<file path="src/rtl/pmt_pkg.sv">
package pmt_pkg;

  localparam int unsigned CTRL_ON_BIT    = 15;
  localparam int unsigned CTRL_ISTOP_BIT = 13;
  localparam int unsigned CTRL_GATE_BIT  = 7;
  localparam int unsigned CTRL_PS_LSB    = 4;
  localparam int unsigned CTRL_SYNC_BIT  = 2;
  localparam int unsigned CTRL_SRC_BIT   = 1;
  localparam int unsigned PS_CNT_W       = 8;

  typedef enum logic [1:0] {
    SEL_CTRL   = 2'd0,
    SEL_COUNT  = 2'd1,
    SEL_PERIOD = 2'd2,
    SEL_STATUS = 2'd3
  } reg_sel_e;

  typedef struct packed {
    logic       en;
    logic       idle_stop;
    logic       gate;
    logic [1:0] ps;
    logic       sync;
    logic       src;
  } ctrl_t;

endpackage

</file>
<file path="src/rtl/pmt_regs.sv">
module pmt_regs
  import pmt_pkg::*;
#(
  parameter int unsigned DATA_W = 16
) (
  input  logic              clk,
  input  logic              rst_n,
  input  logic [1:0]        addr_i,
  input  logic              wr_i,
  input  logic [DATA_W-1:0] wdata_i,
  input  logic [DATA_W-1:0] cnt_i,
  input  logic              evt_i,
  output ctrl_t             ctrl_o,
  output logic [DATA_W-1:0] per_o,
  output logic              cnt_wr_o,
  output logic [DATA_W-1:0] rdata_o
);

  ctrl_t             ctrl_q, ctrl_nxt;
  logic [DATA_W-1:0] per_q, per_nxt;
  logic              flag_q, flag_nxt;
  logic              ctrl_we, per_we, stat_we;

  assign ctrl_we  = wr_i && (reg_sel_e'(addr_i) == SEL_CTRL);
  assign cnt_wr_o = wr_i && (reg_sel_e'(addr_i) == SEL_COUNT);
  assign per_we   = wr_i && (reg_sel_e'(addr_i) == SEL_PERIOD);
  assign stat_we  = wr_i && (reg_sel_e'(addr_i) == SEL_STATUS);

  always_comb begin
    ctrl_nxt = ctrl_q;
    if (ctrl_we) begin
      ctrl_nxt.en        = wdata_i[CTRL_ON_BIT];
      ctrl_nxt.idle_stop = wdata_i[CTRL_ISTOP_BIT];
      ctrl_nxt.gate      = wdata_i[CTRL_GATE_BIT];
      ctrl_nxt.ps        = wdata_i[CTRL_PS_LSB +: 2];
      ctrl_nxt.sync      = wdata_i[CTRL_SYNC_BIT];
      ctrl_nxt.src       = wdata_i[CTRL_SRC_BIT];
    end
  end

  always_comb begin
    per_nxt = per_q;
    if (per_we) begin
      per_nxt = wdata_i;
    end
  end

  // a new event wins over a clear in the same cycle
  always_comb begin
    flag_nxt = flag_q;
    if (stat_we && wdata_i[0]) begin
      flag_nxt = 1'b0;
    end
    if (evt_i) begin
      flag_nxt = 1'b1;
    end
  end

  always_ff @(posedge clk or negedge rst_n) begin
    if (!rst_n) begin
      ctrl_q <= '0;
      per_q  <= '1;
      flag_q <= 1'b0;
    end else begin
      ctrl_q <= ctrl_nxt;
      per_q  <= per_nxt;
      flag_q <= flag_nxt;
    end
  end

  always_comb begin
    rdata_o = '0;
    unique case (reg_sel_e'(addr_i))
      SEL_CTRL: begin
        rdata_o[CTRL_ON_BIT]       = ctrl_q.en;
        rdata_o[CTRL_ISTOP_BIT]    = ctrl_q.idle_stop;
        rdata_o[CTRL_GATE_BIT]     = ctrl_q.gate;
        rdata_o[CTRL_PS_LSB +: 2]  = ctrl_q.ps;
        rdata_o[CTRL_SYNC_BIT]     = ctrl_q.sync;
        rdata_o[CTRL_SRC_BIT]      = ctrl_q.src;
      end
      SEL_COUNT:  rdata_o = cnt_i;
      SEL_PERIOD: rdata_o = per_q;
      SEL_STATUS: rdata_o[0] = flag_q;
      default:    rdata_o = '0;
    endcase
  end

  assign ctrl_o = ctrl_q;
  assign per_o  = per_q;

  a_r7_flag_sets: assert property (@(posedge clk) disable iff (!rst_n)
    evt_i |=> flag_q);

  a_r7_clear_only_by_w1: assert property (@(posedge clk) disable iff (!rst_n)
    $past(flag_q) && !flag_q |-> $past(stat_we) && $past(wdata_i[0]));

endmodule

</file>
<file path="src/rtl/pmt_tick.sv">
module pmt_tick
  import pmt_pkg::*;
#(
  parameter int unsigned SYNC_STAGES = 2,
  parameter int unsigned PS_W        = PS_CNT_W
) (
  input  logic       clk,
  input  logic       rst_n,
  input  logic       pin_i,
  input  logic       on_i,
  input  logic       run_i,
  input  logic       src_i,
  input  logic       gate_i,
  input  logic [1:0] ps_i,
  input  logic       clr_i,
  output logic       tick_o,
  output logic       gate_fall_o,
  output logic       gated_o
);

  logic [SYNC_STAGES-1:0] sync_q, sync_nxt;
  logic                   prev_q;
  logic                   pin_s, rise, fall;
  logic                   src_evt, adv, wrap;
  logic [PS_W-1:0]        pcnt_q, pcnt_nxt, lim;

  generate
    if (SYNC_STAGES >= 2) begin : g_sync_chain
      assign sync_nxt = {sync_q[SYNC_STAGES-2:0], pin_i};
    end else begin : g_sync_single
      assign sync_nxt = pin_i;
    end
  endgenerate

  always_ff @(posedge clk or negedge rst_n) begin
    if (!rst_n) begin
      sync_q <= '0;
      prev_q <= 1'b0;
    end else begin
      sync_q <= sync_nxt;
      prev_q <= sync_q[SYNC_STAGES-1];
    end
  end

  assign pin_s   = sync_q[SYNC_STAGES-1];
  assign rise    = pin_s && !prev_q;
  assign fall    = !pin_s && prev_q;
  assign gated_o = gate_i && !src_i;

  always_comb begin
    unique case (ps_i)
      2'b00:   lim = PS_W'(0);
      2'b01:   lim = PS_W'(7);
      2'b10:   lim = PS_W'(63);
      default: lim = PS_W'(255);
    endcase
  end

  always_comb begin
    if (src_i) begin
      src_evt = rise;
    end else if (gated_o) begin
      src_evt = pin_s;
    end else begin
      src_evt = 1'b1;
    end
  end

  assign adv  = run_i && src_evt;
  assign wrap = (pcnt_q >= lim);

  always_comb begin
    pcnt_nxt = pcnt_q;
    if (!on_i || clr_i) begin
      pcnt_nxt = '0;
    end else if (adv) begin
      pcnt_nxt = wrap ? '0 : pcnt_q + PS_W'(1);
    end
  end

  always_ff @(posedge clk or negedge rst_n) begin
    if (!rst_n) begin
      pcnt_q <= '0;
    end else begin
      pcnt_q <= pcnt_nxt;
    end
  end

  assign tick_o      = on_i && !clr_i && adv && wrap;
  assign gate_fall_o = run_i && gated_o && fall;

  a_r4_tick_spacing: assert property (@(posedge clk) disable iff (!rst_n)
    tick_o && (lim != '0) && $stable(ps_i) |=> !tick_o);

  a_r9_edge_needs_low: assert property (@(posedge clk) disable iff (!rst_n)
    rise |=> !rise);

endmodule

</file>
<file path="src/rtl/pmt_count.sv">
module pmt_count #(
  parameter int unsigned CNT_W = 16
) (
  input  logic             clk,
  input  logic             rst_n,
  input  logic             tick_i,
  input  logic             wr_i,
  input  logic [CNT_W-1:0] wdata_i,
  input  logic [CNT_W-1:0] per_i,
  input  logic             gated_i,
  input  logic             gate_fall_i,
  output logic [CNT_W-1:0] cnt_o,
  output logic             evt_o
);

  logic [CNT_W-1:0] cnt_q, cnt_nxt, step;
  logic             evt_q, evt_nxt;

  assign step = (cnt_q == per_i) ? '0 : cnt_q + CNT_W'(1);

  always_comb begin
    cnt_nxt = cnt_q;
    if (wr_i) begin
      cnt_nxt = wdata_i;
    end else if (tick_i) begin
      cnt_nxt = step;
    end
  end

  always_comb begin
    if (gated_i) begin
      evt_nxt = gate_fall_i;
    end else begin
      evt_nxt = tick_i && !wr_i && (step == per_i);
    end
  end

  always_ff @(posedge clk or negedge rst_n) begin
    if (!rst_n) begin
      cnt_q <= '0;
      evt_q <= 1'b0;
    end else begin
      cnt_q <= cnt_nxt;
      evt_q <= evt_nxt;
    end
  end

  assign cnt_o = cnt_q;
  assign evt_o = evt_q;

  a_r5_wrap_to_zero: assert property (@(posedge clk) disable iff (!rst_n)
    tick_i && !wr_i && (cnt_q == per_i) |=> (cnt_q == '0));

  a_r6_zero_period: assert property (@(posedge clk) disable iff (!rst_n)
    tick_i && !wr_i && !gated_i && (per_i == '0) |=> evt_q && (cnt_q == '0));

  a_r5_hold_without_tick: assert property (@(posedge clk) disable iff (!rst_n)
    !tick_i && !wr_i |=> $stable(cnt_q));

endmodule

</file>
<file path="src/rtl/pm_timer16.sv">
module pm_timer16
  import pmt_pkg::*;
#(
  parameter int unsigned CNT_W       = 16,
  parameter int unsigned SYNC_STAGES = 2
) (
  input  logic             clk,
  input  logic             rst_n,
  input  logic             idle_i,
  input  logic             tmr_pin_i,
  input  logic [1:0]       addr_i,
  input  logic             wr_i,
  input  logic [CNT_W-1:0] wdata_i,
  output logic [CNT_W-1:0] rdata_o,
  output logic             match_o
);

  logic [1:0]       rst_pipe_q;
  logic             rst_int_n;
  ctrl_t            ctrl;
  logic [CNT_W-1:0] per, cnt;
  logic             cnt_wr, run, tick, gate_fall, gated, evt;

  // asynchronous assertion, synchronous release
  always_ff @(posedge clk or negedge rst_n) begin
    if (!rst_n) begin
      rst_pipe_q <= '0;
    end else begin
      rst_pipe_q <= {rst_pipe_q[0], 1'b1};
    end
  end
  assign rst_int_n = rst_pipe_q[1];

  assign run = ctrl.en && !(ctrl.idle_stop && idle_i);

  pmt_regs #(.DATA_W(CNT_W)) u_regs (
    .clk      (clk),
    .rst_n    (rst_int_n),
    .addr_i   (addr_i),
    .wr_i     (wr_i),
    .wdata_i  (wdata_i),
    .cnt_i    (cnt),
    .evt_i    (evt),
    .ctrl_o   (ctrl),
    .per_o    (per),
    .cnt_wr_o (cnt_wr),
    .rdata_o  (rdata_o)
  );

  pmt_tick #(.SYNC_STAGES(SYNC_STAGES), .PS_W(PS_CNT_W)) u_tick (
    .clk         (clk),
    .rst_n       (rst_int_n),
    .pin_i       (tmr_pin_i),
    .on_i        (ctrl.en),
    .run_i       (run),
    .src_i       (ctrl.src),
    .gate_i      (ctrl.gate),
    .ps_i        (ctrl.ps),
    .clr_i       (cnt_wr),
    .tick_o      (tick),
    .gate_fall_o (gate_fall),
    .gated_o     (gated)
  );

  pmt_count #(.CNT_W(CNT_W)) u_count (
    .clk         (clk),
    .rst_n       (rst_int_n),
    .tick_i      (tick),
    .wr_i        (cnt_wr),
    .wdata_i     (wdata_i),
    .per_i       (per),
    .gated_i     (gated),
    .gate_fall_i (gate_fall),
    .cnt_o       (cnt),
    .evt_o       (evt)
  );

  assign match_o = evt;

  a_r2_off_holds: assert property (@(posedge clk) disable iff (!rst_int_n)
    !ctrl.en && !cnt_wr |=> $stable(cnt));

  a_r8_idle_freeze: assert property (@(posedge clk) disable iff (!rst_int_n)
    ctrl.en && ctrl.idle_stop && idle_i && !cnt_wr |=> $stable(cnt));

  a_r10_gate_event_only_on_fall: assert property (@(posedge clk) disable iff (!rst_int_n)
    gated && !gate_fall |=> !match_o);

endmodule

</file>
<file path="config.mk">
export PLATFORM = sky130hd
export DESIGN_NAME = pm_timer16
export DESIGN_NICKNAME = d
export VERILOG_FILES = /design/src/rtl/pmt_pkg.sv /design/src/rtl/pmt_regs.sv /design/src/rtl/pmt_tick.sv /design/src/rtl/pmt_count.sv /design/src/rtl/pm_timer16.sv
export SDC_FILE = /design/constraint.sdc
export NUM_CORES = 1
export LEC_CHECK = 0
export BUFFER_PORTS_ARGS = -buffer_cell sky130_fd_sc_hd__buf_2
export CORE_MARGIN = 2
export CORE_UTILIZATION = 54
export DETAILED_ROUTE_END_ITERATION = 16
export MAX_ROUTING_LAYER = met4
export PLACE_DENSITY = 0.77
export SYNTH_ARGS = -nofsm -noshare
export SYNTH_HDL_FRONTEND = slang
export SYNTH_SLANG_ARGS = --single-unit
</file>
<file path="constraint.sdc">
create_clock -name clk -period 1.77 [get_ports clk]
set_clock_uncertainty 0.15 [all_clocks]
set_input_delay 0.354 -clock clk [delete_from_list [all_inputs] [get_ports clk]]
set_output_delay 0.354 -clock clk [all_outputs]
set_load 0.02 [all_outputs]
</file>
==> flow_summary.yaml <==
floorplanning:
  placementRows: 30
  core_sq_mm: 0.00676
  die_area_sq_mm: 0.00763
  start_util: 0.555
  die_height_um: 87.3
  io_pins: 40
  die_x_um: 87.3
placed_design:
  gp_congestion: 0.961
  io_buffers: 39
  dp.cells: 608
  place_ws_ps: -690
  hpwl_um: 8500
clock_tree:
  clock_latency_ps: 330
  htreeDepth: 2
  clock_path_buffers: 2
  cts-root-buf: "clkbuf_8"
  cts.sinks: 54
  path_clk_slew_ps: 100
  cts_made_buffers: 5
  cts_tree: "done"
finish:
  fin_cells: 642
  drive_above_1_share: 0.530
  fillers: 359
  area_delta_synth_final_pct: 51.7
  nets: 595
  diodes: 0
grt:
  grt_pass1_vias: 4042
  met1_usage: 0.442
  grt_overflow: 0
  use_met3: 0.0559
  grt_max_degree: 53
  grt_pass1_wl_um: 20300
  busiest_layer: "met2"
  grt_use_total: 0.360
  grtUsageMet2: 0.576
  grt_antenna_before_repair: 0
power:
  power_density_mw_per_mm2: 920
  power_leakage_nw: 2.41
  ir_drop_uv: 539
sta:
  hold_viol: 0
  fmax_ghz: 0.362
  setup_ws_ps: -993
  final.period_utilization: 1.56
  report.final.setup_viol: 41
  rsz0062_at_grt: "true"
  slew_viol_final: 0
  period_needed_ps: 2760
yosys:
  syn_inst: 409
  synth-edff-count: 0
  ys_warn_count: 0
  synth.most_common_cell: "nor2_1"
  synth_seq_cells: 54
  avgSynthCellArea_sq_um: 9.17
  yosysSeqAreaShare: 0.366
  synthTopCellsByArea: "dfrtp_1 (25%), dfstp_2 (11%), mux2_2 (7.5%)"
  ys.flop_type: "dfrtp_1"
  netlist.area_leader.share: 0.254
  syn-num-nets: 443
  syn_area_sq_mm: 0.00375
  yosys.area.top_type: "dfrtp_1"
  async_flop_share: 1.00
  yosysUniqueCellTypes: 61
  synthTopCellsByCount: "nor2_1 (50), dfrtp_1 (38), xnor2_1 (31)"
routing:
  post_drt_wl_per_cell_um: 22.7
  drt_iter0_markers: 593
  firstDrtPassIters: 8
  viasPerCell: 6.57
  ant_nets: 0
  wl_um: 14600
  route.detailed.drc: 0
  via_count: 4220
worst_setup_path:
  cp.arrival_ps: 2850
  path_class: "flop to flop"
  cp-end-kind: "flop"
  start_kind: "flop"
  worst-path-max-fanout: 5
  crit_slowest_cell: "dfrtp_1"
  required_ps: 1860
  cpMostUsedCell: "buf_4"
  crit_family: "simple AND/OR/NAND/NOR gates"
  cp_cell_sequence: "buf_4 -> nand4_2 -> or2_1 -> nor3_2 -> buf_4 -> xnor2_1 -> a21oi_1 -> o32ai_2 -> nand4_1 -> o21ai_1"
  slowest_delay_ps: 440
  worst-path-buf-inv: 2
run_status:
  failed_checks: "negative setup slack"
  outcome: "finished with violations"
run:
  drv_cap: 0
hold_path:
  hold_class: "flop to asynchronous set/reset pin"
## layout by cell type (no fill, tap or decap), types with 3 or more instances in the layout
cell / count
nand4_1: 8
a22oi_2: 10
nor3_1: 6
o21a_1: 3
nor4_4: 3
nor2_1: 46
buf_12: 5
buf_8: 3
buf_2: 24
o21ai_1: 9
dfstp_2: 16
nor2_4: 4
nand2_2: 5
a21oi_1: 15
clkbuf_8: 6
ha_4: 4
buf_6: 18
dfrtp_2: 8
nand2_1: 18
nand3_1: 14
o21ai_2: 11
o32ai_1: 3
xor2_1: 8
a222oi_1: 8
buf_4: 115
nor2b_1: 13
a31oi_1: 6
ha_1: 7
inv_1: 10
xnor2_1: 29
dfrtp_1: 30
mux2_2: 25
## kinds of logic after synthesis
group	share of synthesized area
and+or+nand+nor	0.213
AOI/OAI and AO/OA	0.164
DFF	0.366
xor gates and xnor gates	0.0934
buffers and inverters	0.0480
muxes	0.0777
adders and majority gates	0.0367
other	0.00100
## state kept, by name, summed over array words and instances (netlist names)
name / flops
u_regs.per_o: 16
u_count.cnt_o: 16
u_count.evt_o: 1
u_regs.flag_q: 1
u_tick.pcnt_q: 8
rst_pipe_q: 2
u_regs.ctrl_o: 7
u_tick.prev_q: 1
u_tick.sync_q: 2
## power by group
part | internal, mW | switching [mW] | leakage, nW
clock | 0.462 | 0.436 | 0.0585
sequential | 1.49 | 0.223 | 0.618
combinational | 1.29 | 1.34 | 1.73
total | 3.24 | 2.00 | 2.41
## cell type report
class                      count  area (sq um)  area share
inverter                      12          50.0     0.00880
multi-input combinational    318          2610       0.459
clock buffer                   7          86.3      0.0152
tap                           80           100      0.0176
timing repair buffer         170          1430       0.252
sequential                    54          1380       0.243
clock inverter                 1          30.0     0.00528
## per-layer routing
metal  routed length (um)  share of wire
met4                  884          0.061
met1                 5310           0.36
met2                 6920           0.48
met5                    0              0
met3                 1440          0.099
## through the flow
step                      total power [mW]  area [sq um]  hold WS, ps  utilization  TNS, ps
final                                 5.23          5690          101        0.842   -19440
after global routing                  5.42          5690          128        0.842   -24020
after CTS                             4.92          5460          125        0.808   -16260
after detailed placement              3.77          4860        -9.66        0.720   -19700
after global placement                3.68          4860        -11.0        0.720   -17140
after floorplan                       2.92          3940        -91.6            -   -12030
## worst reg2reg max path, delay by kind of cell, from the launching register on
kind            cells  cell delay [ps]
buf+inv             2              380
xor+xnor            1              150
compound gates      3              620
simple gates        4              940
flops               1              440
## worst paths after layout
kind,from,end,slack [ps],cells past startpoint
worst min register to register,rst_pipe_q[1],u_count.cnt_o[3],100,1
min in group clk,wdata_i[14],u_count.cnt_o[14],120,2
max in group asynchronous,rst_pipe_q[1],u_regs.per_o[1],1060,1
worst max-delay path,u_count.cnt_o[6],u_count.evt_o,-990,10
worst max register to register,u_count.cnt_o[6],u_count.evt_o,-990,10
worst min-delay path,rst_pipe_q[1],u_count.cnt_o[3],100,1
## what timing repair did
action / 4_1_cts / 5_1_grt
cloned: 4 / 1
resized for setup: 85 / 37
pin swaps: 39 / 32
buffers inserted: 17 / 3
hold buffers: 2 / 0
setup endpoints to repair: 41 / 41
endpoints found under the hold margin: 3 / 0
(Power assumes the default switching activity.)
